## src/rtl/bitmod_pkg.sv

```systemverilog
package bitmod_pkg;

  typedef enum logic [1:0] {
    OP_TEST = 2'b00,
    OP_SET  = 2'b01,
    OP_CLR  = 2'b10,
    OP_FLIP = 2'b11
  } bitOp_e;

  // Strobes from the sequencer to the datapath
  typedef struct packed {
    logic latchCmd;   // capture command fields, index and address
    logic finishReg;  // register target: produce result this edge
    logic latchRead;  // memory read data is valid this edge
  } ctrlStrobe_t;

endpackage

```

## src/rtl/bitmod_datapath.sv

```systemverilog
module bitmod_datapath
  import bitmod_pkg::*;
#(
  parameter int WORD_W = 32,
  parameter int HALF_W = 16,
  parameter int ADDR_W = 32,
  parameter int IMM_W  = 8
) (
  input  logic              clk,
  input  logic              rstN,
  input  ctrlStrobe_t       strb,
  input  bitOp_e            opIn,
  input  logic              wideIn,
  input  logic              useImm,
  input  logic [WORD_W-1:0] regValue,
  input  logic [WORD_W-1:0] regOffset,
  input  logic [IMM_W-1:0]  immOffset,
  input  logic [ADDR_W-1:0] baseAddr,
  input  logic [WORD_W-1:0] memRdata,
  output logic              carryOut,
  output logic [WORD_W-1:0] regResult,
  output logic              regWrEn,
  output logic [ADDR_W-1:0] memAddr,
  output logic [WORD_W-1:0] memWdata,
  output logic              memWide
);

  localparam int IDX_W    = $clog2(WORD_W);
  localparam int HIDX_W   = $clog2(HALF_W);
  localparam int WIDE_SH  = $clog2(WORD_W / 8);
  localparam int HALF_SH  = $clog2(HALF_W / 8);

  logic [WORD_W-1:0]        offSel;
  logic [IDX_W-1:0]         idxNow;
  logic signed [WORD_W-1:0] halfExt;
  logic signed [WORD_W-1:0] wordCnt;
  logic signed [WORD_W-1:0] byteDelta;
  logic [ADDR_W-1:0]        addrNow;

  bitOp_e            opQ;
  logic              wideQ;
  logic [IDX_W-1:0]  idxQ;
  logic [ADDR_W-1:0] addrQ;
  logic [WORD_W-1:0] wordQ;
  logic              carryQ;
  logic [WORD_W-1:0] regResultQ;
  logic              regWrEnQ;

  function automatic logic [WORD_W-1:0] modifyWord(
    input logic [WORD_W-1:0] w,
    input bitOp_e            op,
    input logic [IDX_W-1:0]  idx
  );
    logic [WORD_W-1:0] m;
    m = '0;
    m[idx] = 1'b1;
    case (op)
      OP_SET:  return w | m;
      OP_CLR:  return w & ~m;
      OP_FLIP: return w ^ m;
      default: return w;
    endcase
  endfunction

  // Offset source and bit index: low bits of the chosen offset
  always_comb begin
    offSel = useImm ? {{(WORD_W-IMM_W){1'b0}}, immOffset} : regOffset;
    if (wideIn) idxNow = offSel[IDX_W-1:0];
    else        idxNow = {{(IDX_W-HIDX_W){1'b0}}, offSel[HIDX_W-1:0]};
  end

  // Signed word count from the upper offset bits, scaled by word size
  always_comb begin
    halfExt = $signed({{(WORD_W-HALF_W){regOffset[HALF_W-1]}}, regOffset[HALF_W-1:0]});
    if (wideIn) begin
      wordCnt   = $signed(regOffset) >>> IDX_W;
      byteDelta = wordCnt <<< WIDE_SH;
    end else begin
      wordCnt   = halfExt >>> HIDX_W;
      byteDelta = wordCnt <<< HALF_SH;
    end
    if (useImm) addrNow = baseAddr;
    else        addrNow = baseAddr + ADDR_W'(byteDelta);
  end

  always_ff @(posedge clk) begin
    if (!rstN) begin
      opQ        <= OP_TEST;
      wideQ      <= 1'b0;
      idxQ       <= '0;
      addrQ      <= '0;
      wordQ      <= '0;
      carryQ     <= 1'b0;
      regResultQ <= '0;
      regWrEnQ   <= 1'b0;
    end else begin
      regWrEnQ <= 1'b0;
      if (strb.latchCmd) begin
        opQ   <= opIn;
        wideQ <= wideIn;
        idxQ  <= idxNow;
        addrQ <= addrNow;
      end
      if (strb.finishReg) begin
        carryQ     <= regValue[idxNow];
        regResultQ <= modifyWord(regValue, opIn, idxNow);
        regWrEnQ   <= (opIn != OP_TEST);
      end
      if (strb.latchRead) begin
        carryQ <= memRdata[idxQ];
        wordQ  <= modifyWord(memRdata, opQ, idxQ);
      end
    end
  end

  assign carryOut  = carryQ;
  assign regResult = regResultQ;
  assign regWrEn   = regWrEnQ;
  assign memAddr   = addrQ;
  assign memWdata  = wordQ;
  assign memWide   = wideQ;

  // a set leaves the selected bit at 1 in the word to be written
  a_r2_set_forces_one: assert property (@(posedge clk) disable iff (!rstN)
    ($past(strb.latchRead) && opQ == OP_SET) |-> wordQ[idxQ]);

  // a clear leaves the selected bit at 0 in the word to be written
  a_r2_clr_forces_zero: assert property (@(posedge clk) disable iff (!rstN)
    ($past(strb.latchRead) && opQ == OP_CLR) |-> !wordQ[idxQ]);

  // carry follows the read word's bit at the captured index
  a_r1_carry_from_read: assert property (@(posedge clk) disable iff (!rstN)
    strb.latchRead |=> (carryOut == $past(memRdata[idxQ])));

endmodule

```

## src/rtl/bitmod_control.sv

```systemverilog
module bitmod_control
  import bitmod_pkg::*;
(
  input  logic        clk,
  input  logic        rstN,
  input  logic        start,
  input  logic        memTarget,
  input  bitOp_e      opIn,
  input  logic        memAck,
  output ctrlStrobe_t strb,
  output logic        memReq,
  output logic        memWe,
  output logic        done
);

  typedef enum logic [1:0] {
    ST_IDLE  = 2'd0,
    ST_READ  = 2'd1,
    ST_WRITE = 2'd2
  } seqState_e;

  seqState_e state;
  seqState_e stateNext;
  logic      testQ;
  logic      doneQ;
  logic      doneNext;

  always_comb begin
    strb.latchCmd  = (state == ST_IDLE) && start;
    strb.finishReg = strb.latchCmd && !memTarget;
    strb.latchRead = (state == ST_READ) && memAck;
  end

  always_comb begin
    stateNext = state;
    doneNext  = 1'b0;
    case (state)
      ST_IDLE: begin
        if (start) begin
          if (memTarget) stateNext = ST_READ;
          else           doneNext  = 1'b1;
        end
      end
      ST_READ: begin
        if (memAck) begin
          if (testQ) begin
            stateNext = ST_IDLE;
            doneNext  = 1'b1;
          end else begin
            stateNext = ST_WRITE;
          end
        end
      end
      ST_WRITE: begin
        if (memAck) begin
          stateNext = ST_IDLE;
          doneNext  = 1'b1;
        end
      end
      default: stateNext = ST_IDLE;
    endcase
  end

  always_ff @(posedge clk) begin
    if (!rstN) begin
      state <= ST_IDLE;
      testQ <= 1'b0;
      doneQ <= 1'b0;
    end else begin
      state <= stateNext;
      doneQ <= doneNext;
      if (strb.latchCmd) testQ <= (opIn == OP_TEST);
    end
  end

  assign memReq = (state != ST_IDLE);
  assign memWe  = (state == ST_WRITE);
  assign done   = doneQ;

  // a write request only begins right after an acknowledged read
  a_r7_write_after_read: assert property (@(posedge clk) disable iff (!rstN)
    $rose(memWe) |-> ($past(memAck) && !$past(memWe)));

  // a request is held until it is acknowledged
  a_r7_req_held: assert property (@(posedge clk) disable iff (!rstN)
    (memReq && !memAck) |=> (memReq && $stable(memWe)));

  // a test command never reaches the write phase
  a_r2_test_no_write: assert property (@(posedge clk) disable iff (!rstN)
    memWe |-> !testQ);

  // a register command completes on the next cycle
  a_r4_reg_done_next: assert property (@(posedge clk) disable iff (!rstN)
    (state == ST_IDLE && start && !memTarget) |=> done);

  // a start during a memory access does not restart the sequence
  a_r9_busy_keeps_req: assert property (@(posedge clk) disable iff (!rstN)
    (memReq && !memAck && start) |=> memReq);

endmodule

```

## src/rtl/bit_modify_unit.sv

```systemverilog
module bit_modify_unit
  import bitmod_pkg::*;
#(
  parameter int WORD_W = 32,
  parameter int HALF_W = 16,
  parameter int ADDR_W = 32,
  parameter int IMM_W  = 8
) (
  input  logic              clk,
  input  logic              rstN,
  input  logic              start,
  input  logic [1:0]        opSel,
  input  logic              wideMode,
  input  logic              memTarget,
  input  logic              useImm,
  input  logic [WORD_W-1:0] regValue,
  input  logic [WORD_W-1:0] regOffset,
  input  logic [IMM_W-1:0]  immOffset,
  input  logic [ADDR_W-1:0] baseAddr,
  output logic              done,
  output logic              carryOut,
  output logic [WORD_W-1:0] regResult,
  output logic              regWrEn,
  output logic              memReq,
  output logic              memWe,
  output logic              memWide,
  output logic [ADDR_W-1:0] memAddr,
  output logic [WORD_W-1:0] memWdata,
  input  logic              memAck,
  input  logic [WORD_W-1:0] memRdata
);

  ctrlStrobe_t strb;
  bitOp_e      opIn;

  assign opIn = bitOp_e'(opSel);

  bitmod_control u_control (
    .clk       (clk),
    .rstN      (rstN),
    .start     (start),
    .memTarget (memTarget),
    .opIn      (opIn),
    .memAck    (memAck),
    .strb      (strb),
    .memReq    (memReq),
    .memWe     (memWe),
    .done      (done)
  );

  bitmod_datapath #(
    .WORD_W (WORD_W),
    .HALF_W (HALF_W),
    .ADDR_W (ADDR_W),
    .IMM_W  (IMM_W)
  ) u_datapath (
    .clk       (clk),
    .rstN      (rstN),
    .strb      (strb),
    .opIn      (opIn),
    .wideIn    (wideMode),
    .useImm    (useImm),
    .regValue  (regValue),
    .regOffset (regOffset),
    .immOffset (immOffset),
    .baseAddr  (baseAddr),
    .memRdata  (memRdata),
    .carryOut  (carryOut),
    .regResult (regResult),
    .regWrEn   (regWrEn),
    .memAddr   (memAddr),
    .memWdata  (memWdata),
    .memWide   (memWide)
  );

  // the register write enable only appears together with done
  a_r4_wren_with_done: assert property (@(posedge clk) disable iff (!rstN)
    regWrEn |-> done);

  // address and direction stay fixed while a request waits
  a_r7_addr_stable: assert property (@(posedge clk) disable iff (!rstN)
    (memReq && !memAck) |=> $stable(memAddr));

  // nothing is requested or signalled right after reset
  a_r10_quiet_after_reset: assert property (@(posedge clk)
    $rose(rstN) |-> (!done && !memReq && !regWrEn));

endmodule

```

## config.mk

```make
export PLATFORM = sky130hd
export DESIGN_NAME = bit_modify_unit
export DESIGN_NICKNAME = d
export VERILOG_FILES = /design/src/rtl/bitmod_pkg.sv /design/src/rtl/bitmod_datapath.sv /design/src/rtl/bitmod_control.sv /design/src/rtl/bit_modify_unit.sv
export SDC_FILE = /design/constraint.sdc
export NUM_CORES = 1
export LEC_CHECK = 0
export BUFFER_PORTS_ARGS = -buffer_cell sky130_fd_sc_hd__clkbuf_2
export CORE_AREA = 2 2 126 159
export CTS_CLUSTER_DIAMETER = 200
export DETAILED_ROUTE_END_ITERATION = 10
export DIE_AREA = 0 0 128 161
export PLACE_DENSITY = 0.82
export SLEW_MARGIN = 40
export SYNTH_ARGS = -nofsm -noshare
export SYNTH_HDL_FRONTEND = slang
export SYNTH_SLANG_ARGS = --single-unit
```

## constraint.sdc

```tcl
create_clock -name clk -period 4.5 [get_ports clk]
set_clock_uncertainty 0.15 [all_clocks]
set_input_delay 0.675 -clock clk [delete_from_list [all_inputs] [get_ports clk]]
set_output_delay 0.675 -clock clk [all_outputs]
set_load 0.005 [all_outputs]
```

==> flow_summary.ini, run 1 <==
[outcome]
status = completed

[clock_network]
worstSkewPairLatency_ns = 0.36
cts_setup_buffers = 0
htree_levels = 3
cts_buffer_depth = 2
cts_hold_buffers = 0
path_clk_slew_ns = 0.07
numCtsBuffers = 9
cts_tree = done
cts.sinks = 110
cts_root_buf = clkbuf_16
cts-resized-gates = 0

[floorplan]
die_w_um = 128
core_mm2 = 0.0191
initial_core_util_pct = 55.0
die_y_um = 161
dieArea_mm2 = 0.0206
std_cell_rows = 57
io-pin-count = 247

[sta]
worst_slack_ns = 0.968
rsz0062_at_grt = false
setup_violations = 0
slew_headroom_pct = 48.0
maxSlewViolCount = 0
finalHoldViolCount = 0
setup_tns_ns = 0
max_freq_mhz = 283
min_period_ns = 3.53
fin_crit_sh_pct = 78.5
tightest_slew_ns = 0.779

[cells_and_area]
fin_nets = 1760
syn2layout_area_growth_pct = 15.1
utilization_pct = 63.4
layout-drive-gt1-share_pct = 25.3
post_layout_nonfiller_instances = 1698

[worst_setup_path]
critPathArrivalTime_ns = 3.63
r2r-start = u_datapath.idxQ[0]
startpoint = wideMode
cpMostUsedCell = nand2_1
slowest_stage = nand2b_1
cp_top_family = simple AND/OR/NAND/NOR gates
crit_type = input port to flop
crit_fanout = 17
end_kind = flop
start_kind = input port
cp.required_ns = 4.60
reg2reg_slack_ns = 1.56
crit_buf_inv = 1
max_stage_delay_ns = 0.51
worstPathCellList = clkbuf_2 > nand2b_1 > nand2_1 > ha_1 > nand2_1 > nor4_1 > o311ai_2 > a31oi_4 > o31a_1 > mux2_4 > a211o_1

[synth]
synth.distinct_cells = 65
yosys_register_bits = 110
synth_fp_nets = 1574
avgSynthCellArea_um2 = 8.28
synth-edff-count = 0
synth-seq-area-share_pct = 20.9
netlist_instances = 1270
synthArstFlopShare_pct = 0
yosysWarningCount = 0
synth_top_flop_cell = dfxtp_1
mappedNetlistArea_mm2 = 0.0105

[detailed_routing]
post_drt_wl_per_cell_um = 17.4
drc = 0
totalWireLength_mm = 29.6
drtIter0Drc = 628
via_per_inst = 5.85
ant_nets = 0
drt-pass1-iter-count = 5
vias = 9927

[worst_hold_path]
hold_start = u_datapath.regResult[8]
hold_path.class = flop to flop

[place]
dp.cells = 1681
dp_hpwl_mm = 22.7
port_buffers = 243
preCtsSetupSlack_ns = 0.602
place.gp.congestion = 0.879

[power]
total_power_mw = 2.90
power_density_mw_per_mm2 = 239
p_leak_nw = 5.77
peakVddDrop_mv = 0.221

[grt]
grt_max_degree = 60
grt_antenna_before_repair = 0
overflow = 0
grt_pass1_vias = 9927
track_usage_pct = 29.1
grt_pass1_wl_mm = 47.9

[flow_run]
maxCapViolations = 0
## cells in the mapped netlist, types with 7 or more instances
| cell | number | share of area (%) |
|---|---|---|
| a211oi_1 | 16 | 1.1 |
| a21o_1 | 10 | 0.71 |
| a21oi_1 | 81 | 3.9 |
| a31oi_1 | 7 | 0.42 |
| and3_1 | 12 | 0.71 |
| buf_2 | 10 | 0.48 |
| clkbuf_1 | 64 | 2.3 |
| dfxtp_1 | 110 | 21 |
| ha_1 | 158 | 19 |
| inv_1 | 141 | 5.0 |
| mux2i_1 | 19 | 1.8 |
| mux4_2 | 79 | 17 |
| nand2_1 | 196 | 7.0 |
| nand3_1 | 12 | 0.57 |
| nand3b_1 | 8 | 0.57 |
| nor2_1 | 129 | 4.6 |
| nor2b_1 | 9 | 0.54 |
| nor3_1 | 55 | 2.6 |
| o211ai_1 | 8 | 0.57 |
| o21ai_0 | 36 | 1.7 |
| xnor2_1 | 8 | 0.67 |
| xor2_1 | 8 | 0.67 |
## worst reg2reg max path: stages, from the launching register on
cell	delay (ns)
dfxtp_1	0.80
nor2b_1	0.72
nand2_1	0.20
ha_1	0.32
mux4_2	0.47
nor2_1	0.10
nor3_1	0.05
## sequential cells by signal (all words and copies together) (netlist names)
signal / flops
u_datapath.memAddr: 32
u_datapath.memWdata: 32
u_datapath.regResult: 32
u_datapath.idxQ: 5
u_control.state: 2
u_datapath.opQ: 2
u_control.done: 1
u_control.testQ: 1
u_datapath.carryOut: 1
u_datapath.memWide: 1
u_datapath.regWrEn: 1
## kinds of logic (layout without fill, tap and decap cells)
| family | after synthesis | count (layout) | share of synthesized area, % |
|---|---|---|---|
| AOI/OAI and AO/OA | 206 | 206 | 12.4 |
| xor gates and xnor gates | 16 | 16 | 1.33 |
| adders and majority gates | 159 | 159 | 19.0 |
| buffers and inverters | 222 | 413 | 8.15 |
| DFF | 110 | 110 | 20.9 |
| muxes | 104 | 104 | 19.5 |
| other | 0 | 1 | 0 |
| and+or+nand+nor | 453 | 453 | 18.7 |
## power breakdown
part	internal (mW)	switching [mW]	leakage, nW
logic	0.458	0.541	4.73
clock network	0.395	0.395	0.139
registers	1.04	0.0656	0.903
total	1.89	1.00	5.77
## worst paths after layout
path / to / cells past startpoint
setup / recovery: u_datapath.memAddr[31] / 11
hold / removal: u_datapath.regResult[8] / 2
setup reg to reg: u_datapath.memWdata[5] / 6
hold reg to reg: u_datapath.regResult[8] / 2
## metrics by stage
stage / hold slack (ns) / instance area (um^2)
finish: 0.307 / 12100
global route: 0.330 / 12100
CTS: 0.307 / 12100
detailed placement: 0.297 / 11800
global placement: 0.293 / 11800
floorplan: 0.303 / 10500
## area by class of cell
type | instances | area (um^2)
multi-input cells | 938 | 7470
fillers | 1682 | 7000
flip-flops and latches | 110 | 2210
repair buffers | 256 | 1320
inverters | 141 | 529
well taps | 236 | 295
clock buffers | 10 | 239
clock inverters | 6 | 43.8
diodes | 1 | 2.50
## metal layers
metal | vias up | global-route usage, % | part of all wire [%]
li1 | 4763 | - | -
met1 | 4712 | 33.1 | 39
met2 | 363 | 51.8 | 51
met3 | 89 | 5.00 | 6.0
met4 | 0 | 15.0 | 4.3
met5 | - | 0 | 0
## layout by cell type (no fill, tap or decap), types with 16 or more instances in the layout
| cell | Yosys | final |
|---|---|---|
| mux2i_1 | 19 | 19 |
| mux4_2 | 79 | 79 |
| a211oi_1 | 16 | 16 |
| clkbuf_2 | 0 | 241 |
| ha_1 | 158 | 158 |
| a21oi_1 | 81 | 81 |
| nor3_1 | 55 | 55 |
| nand2_1 | 196 | 196 |
| nor2_1 | 129 | 127 |
| o21ai_0 | 36 | 36 |
| inv_1 | 141 | 140 |
| dfxtp_1 | 110 | 108 |
Note: power is estimated with default switching activity, not from simulation.
==> run 2: changes to the inputs <==
Settings changed: ABC_AREA from default to 1.
Clock period 4.5 ns to 3.3 ns, I/O delays scaled along.
==> flow_summary.ini, run 2 <==
[sta]
maxSlewViolCount = 0
tightest_slew_ns = 0.774
fin_crit_sh_pct = 79.7
max_freq_mhz = 380
setup_tns_ns = 0
setup_violations = 0
whs_ns = 0.229
slew_headroom_pct = 48.4
min_period_ns = 2.63
finalHoldViolCount = 0
rsz0062_at_grt = false

[worst_setup_path]
crit_fanout = 12
reg2reg_depth = 6
r2r-end = u_datapath.memWdata[22]
crit_buf_inv = 4
r2r-start = u_datapath.idxQ[2]
critPathArrivalTime_ns = 2.75
reg2reg_slack_ns = 0.90
cp_top_family = simple AND/OR/NAND/NOR gates
max_stage_delay_ns = 0.37
slowest_stage = nand2_1
cp.required_ns = 3.42
worstPathCellList = clkbuf_2 > inv_1 > nand2_1 > buf_4 > nand2_1 > ha_1 > a21oi_1 > nand2_1 > nand2_1 > nand2_1 > a21oi_1 > nand2_1 > nand2_1 > nand2_1 > nand2_1 > nand3_1 > nand2_1 > inv_1
crit_type = input port to flop
start_kind = input port
end_kind = flop
cpMostUsedCell = nand2_1

[grt]
met1_usage_pct = 38.5
met2_usage_pct = 54.0
busiest_layer = met2
grt_antenna_before_repair = 1
grt_pass1_wl_mm = 52.7
grt_pass1_vias = 11000
grtUsageMet3_pct = 4.60
overflow = 0
track_usage_pct = 31.2
grt_max_degree = 82

[power]
p_seq_share_pct = 35.5
power_density_mw_per_mm2 = 339
p_leak_nw = 6.64
power_switching_share_pct = 37.9
clkPwrFrac_pct = 29.8
power_frac_comb_pct = 34.6
power.switching_mw = 1.58
p_int_mw = 2.59
peakVddDrop_mv = 0.233

[flow_run]
maxCapViolations = 0

[synth]
yosysTopAreaCell = dfxtp_1
synth_fp_nets = 1983
synthArstFlopShare_pct = 0
synth_top_flop_cell = dfxtp_1
synth-edff-count = 0
yosysWarningCount = 0
synth.most_common_cell = nand2_1
synth-seq-area-share_pct = 20.9
mappedNetlistArea_mm2 = 0.0106
synth_top_area_share_pct = 20.9
avgSynthCellArea_um2 = 6.29
synthTopCellsByArea = dfxtp_1 (21%), ha_1 (19%), nand2_1 (17%)
synth.distinct_cells = 40
yosys_register_bits = 110
netlist_instances = 1679
synth_common_cells = nand2_1 (475), inv_1 (217), nor2_1 (181), a21oi_1 (169), ha_1 (158)

[worst_hold_path]
hold_end = u_control.state[0]
hold_start = memTarget
hold_path.class = input port to flop
hold_depth = 3

[clock_network]
cts_hold_buffers = 0
numCtsBuffers = 9
cts.sinks = 110
htree_levels = 3
cts_root_buf = clkbuf_16
path_clk_slew_ns = 0.08
cts_buffer_depth = 2
worstSkewPairLatency_ns = 0.37
cts_setup_buffers = 0
cts_tree = done
cts-resized-gates = 0

[place]
port_buffers = 243
place.gp.congestion = 0.940
dp_hpwl_mm = 24.3

[detailed_routing]
vias = 11800
post_drt_wl_per_cell_um = 15.3
totalWireLength_mm = 32.5
drtIter0Drc = 969
ant_nets = 0
drt-pass1-iter-count = 6
via_per_inst = 5.55
drc = 0

[cells_and_area]
final_common_cell = nand2_1
syn2layout_area_growth_pct = 16.5
layout-drive-gt1-share_pct = 16.6
layout_common_cells = nand2_1 (474), clkbuf_2 (243), inv_1 (216)
diodes = 0
fin_nets = 2188

[floorplan]
die_w_um = 128
core_mm2 = 0.0191
dieArea_mm2 = 0.0206
die_y_um = 161
io-pin-count = 247
initial_core_util_pct = 55.2
std_cell_rows = 57

[outcome]
status = completed
-- run 2: changes by cell type after synthesis, moves of 52 or more --
cell and change:
nor2_1 +52, o21ai_0 +69, nand2_1 +279, a221oi_1 +63, inv_1 +76, mux4_2 -79, a21oi_1 +88
-- run 2: cell type report --
cell class                 instances  area, um^2
multi-input combinational       1272        7220
clock inverter                     6        86.3
fill                            1750        6820
sequential                       110        2200
tap                              236         295
inverter                         221         832
clock buffer                      10         239
timing repair buffer             270        1420
-- run 2: per-layer routing --
layer | wire, um | share of wire (%)
met3 | 2170 | 6.7
met4 | 1110 | 3.4
met2 | 15700 | 48
met1 | 13500 | 42
met5 | 11 | 0.034
-- run 2: logic make-up (layout without fill, tap and decap cells) --
family / count (synthesis) / in the layout / share of synthesized area (%)
buffers and inverters: 297 / 507 / 10.8
xor gates and xnor gates: 13 / 13 / 1.08
DFF: 110 / 110 / 20.9
AOI/OAI and AO/OA: 378 / 378 / 21.2
and+or+nand+nor: 722 / 722 / 27.1
adders and majority gates: 159 / 159 / 18.9
-- run 2: metrics by stage --
step	area (um^2)	util (%)	power, mW	setup slack [ns]	instances
2_1_floorplan	10600	-	2.42	0.613	1679
3_3_place_gp	12000	62.6	2.90	0.270	2109
3_5_place_dp	12000	62.6	2.93	0.279	2109
4_1_cts	12300	64.3	4.17	0.651	2125
5_1_grt	12300	64.3	4.43	0.400	2125
6_report	12300	64.3	4.16	0.669	2125
-- run 2: worst max path at each step --
stage	slack [ns]	endpoint	depth (start not counted)	startpoint
final	0.67	u_datapath.memAddr[31]	18	wideMode
after global routing	0.40	u_datapath.memAddr[24]	16	wideMode
after CTS	0.65	u_datapath.memAddr[29]	16	wideMode
after detailed placement	0.28	u_datapath.memAddr[24]	15	wideMode
after global placement	0.27	u_datapath.memAddr[24]	15	wideMode
after floorplan	0.61	u_datapath.memAddr[24]	15	wideMode
-- run 2: worst register-to-register path: cells and delay by family (launching register included) --
kind / cells / cell delay [ns]
AND/OR/NAND/NOR: 2 / 0.67
AO/OA/AOI/OAI: 2 / 0.53
flip-flops: 1 / 0.46
adder cells (fa/ha/maj): 1 / 0.31
buffers and inverters: 1 / 0.13
-- run 2: power by group through the flow --
stage | registers (mW) | logic, mW | clock network, mW
floorplan | 1.51 | 0.917 | 0
global placement | 1.50 | 1.39 | 0
detailed placement | 1.51 | 1.42 | 0
CTS | 1.48 | 1.44 | 1.26
global route | 1.49 | 1.63 | 1.31
finish | 1.48 | 1.44 | 1.24
==> run 3: changes to the inputs <==
Settings changed: ABC_AREA 1 to 0.
Clock period 3.3 ns to 2.62 ns, I/O delays scaled along.
==> flow_summary.ini, run 3 (synthesis gave the netlist of run 1 again) <==
[cells_and_area]
layout_common_cells = clkbuf_2 (242), nand2_1 (188), ha_1 (148)
fill_cells = 1428
multi_input_area_mm2 = 0.00782
post_layout_nonfiller_instances = 1839
register_area_mm2 = 0.00220
syn2layout_area_growth_pct = 29.6
layout-drive-gt1-share_pct = 35.3
final_common_cell = clkbuf_2
final_area_mm2 = 0.0136
fin_nets = 1901

[detailed_routing]
via_per_inst = 5.84
drt-pass1-iter-count = 6
ant_nets = 0
totalWireLength_mm = 32.2
drtIter0Drc = 691
post_drt_wl_per_cell_um = 17.5
vias = 10700
drc = 0

[outcome]
status = finished with violations
violations = setup timing

[sta]
setup_violations = 1
tightest_slew_ns = 0.706
slew_headroom_pct = 52.8
fin_crit_sh_pct = 102
whs_ns = 0.108
min_period_ns = 2.66
worst_slack_ns = -0.0402
rsz0062_at_grt = true
finalHoldViolCount = 0
maxSlewViolCount = 0
max_freq_mhz = 376

[floorplan]
std_cell_rows = 57
die_y_um = 161
dieArea_mm2 = 0.0206
core_mm2 = 0.0191
io-pin-count = 247
die_w_um = 128
initial_core_util_pct = 55.0

[clock_network]
cts_hold_buffers = 0
numCtsBuffers = 9
cts_tree = done
path_clk_slew_ns = 0.08
htree_levels = 3
cts.sinks = 110
cts_root_buf = clkbuf_16
worstSkewPairLatency_ns = 0.36
cts_buffer_depth = 2

[place]
dp.cells = 1809
port_buffers = 243
place.gp.congestion = 0.949
dp_hpwl_mm = 24.6
place_area_mm2 = 0.0129

[worst_setup_path]
critPathArrivalTime_ns = 2.77
crit_type = input port to flop
start_kind = input port
crit_fanout = 5
cp.required_ns = 2.73
end_kind = flop

[grt]
grt_pass1_vias = 10900
grt_antenna_before_repair = 1
overflow = 0
grt_pass1_wl_mm = 51.4
track_usage_pct = 31.0
grt_max_degree = 47

[flow_run]
maxCapViolations = 0

[power]
p_leak_nw = 6.55
peakVddDrop_mv = 0.309
power_density_mw_per_mm2 = 401

[worst_hold_path]
hold_path.class = input port to flop
==> run 3: cell types whose count changed in the layout (fill, tap and decap cells not counted), sizes merged, moves of 24 or more <==
cell and change:
nand3 -24, nand2 -281, buf +128, nor2 -58
a21oi -89, o21ai -74, nor3 +40, a221oi -63
inv -79, mux4 +79
==> run 3: report_power, final <==
group | total, mW | switching, mW | internal, mW
logic | 2.17 | 1.10 | 1.07
registers | 1.88 | 0.0930 | 1.79
clock network | 1.40 | 0.735 | 0.670
==> run 3: through the flow <==
stage          TNS, ns  total power, mW  setup slack, ns  utilization, %
5_1_grt         -0.230             5.76           -0.107            71.3
3_3_place_gp     -8.50             3.85           -0.475            67.4
2_1_floorplan   -0.719             3.10           -0.458               -
6_report       -0.0402             5.46          -0.0402            71.3
3_5_place_dp    -10.90             3.92           -0.546            67.4
4_1_cts        -0.0416             5.38          -0.0337            70.0
==> run 3: critical path, cell delays in order <==
cell and delay, ns:
buf_8 0.08, nand2b_4 0.14, buf_12 0.13, buf_6 0.10, nand2_2 0.04, ha_2 0.18
a21o_1 0.19, or4_1 0.47, o22a_1 0.19, a31o_1 0.18, o31a_1 0.12, mux2_4 0.30
a211o_1 0.23
==> run 3: final cells by class <==
cell class	instances	share of cell area [%]
repair buffers	397	18.3
multi-input cells	938	57.4
clock inverters	7	0.459
diodes	1	0.0184
clock buffers	9	1.65
well taps	236	2.17
flip-flops and latches	110	16.2
inverters	141	3.88
==> run 3: per-layer routing <==
| metal | part of all wire [%] | vias to the layer above | global-route usage [%] |
|---|---|---|---|
| li1 | - | 5043 | - |
| met1 | 38 | 5118 | 36.3 |
| met2 | 51 | 463 | 55.0 |
| met3 | 6.4 | 119 | 4.44 |
| met4 | 4.8 | 0 | 15.5 |
| met5 | 0 | - | 0 |
==> run 3: repair_timing <==
item,in CTS,in global routing
pin swaps,12,18
cloned,1,0
hold endpoints to repair,0,0
gates resized for setup,23,40
setup buffers,8,5
setup endpoints to repair,6,14
==> run 3: worst paths after layout <==
check | start | end | slack (ns) | cells after the start
setup / recovery | wideMode | u_datapath.memAddr[31] | -0.04 | 13
hold reg to reg | u_datapath.regResult[9] | u_datapath.regResult[9] | 0.31 | 2
setup reg to reg | u_datapath.idxQ[0] | u_datapath.memWdata[0] | 0.09 | 6
hold / removal | baseAddr[0] | u_datapath.memAddr[0] | 0.11 | 3
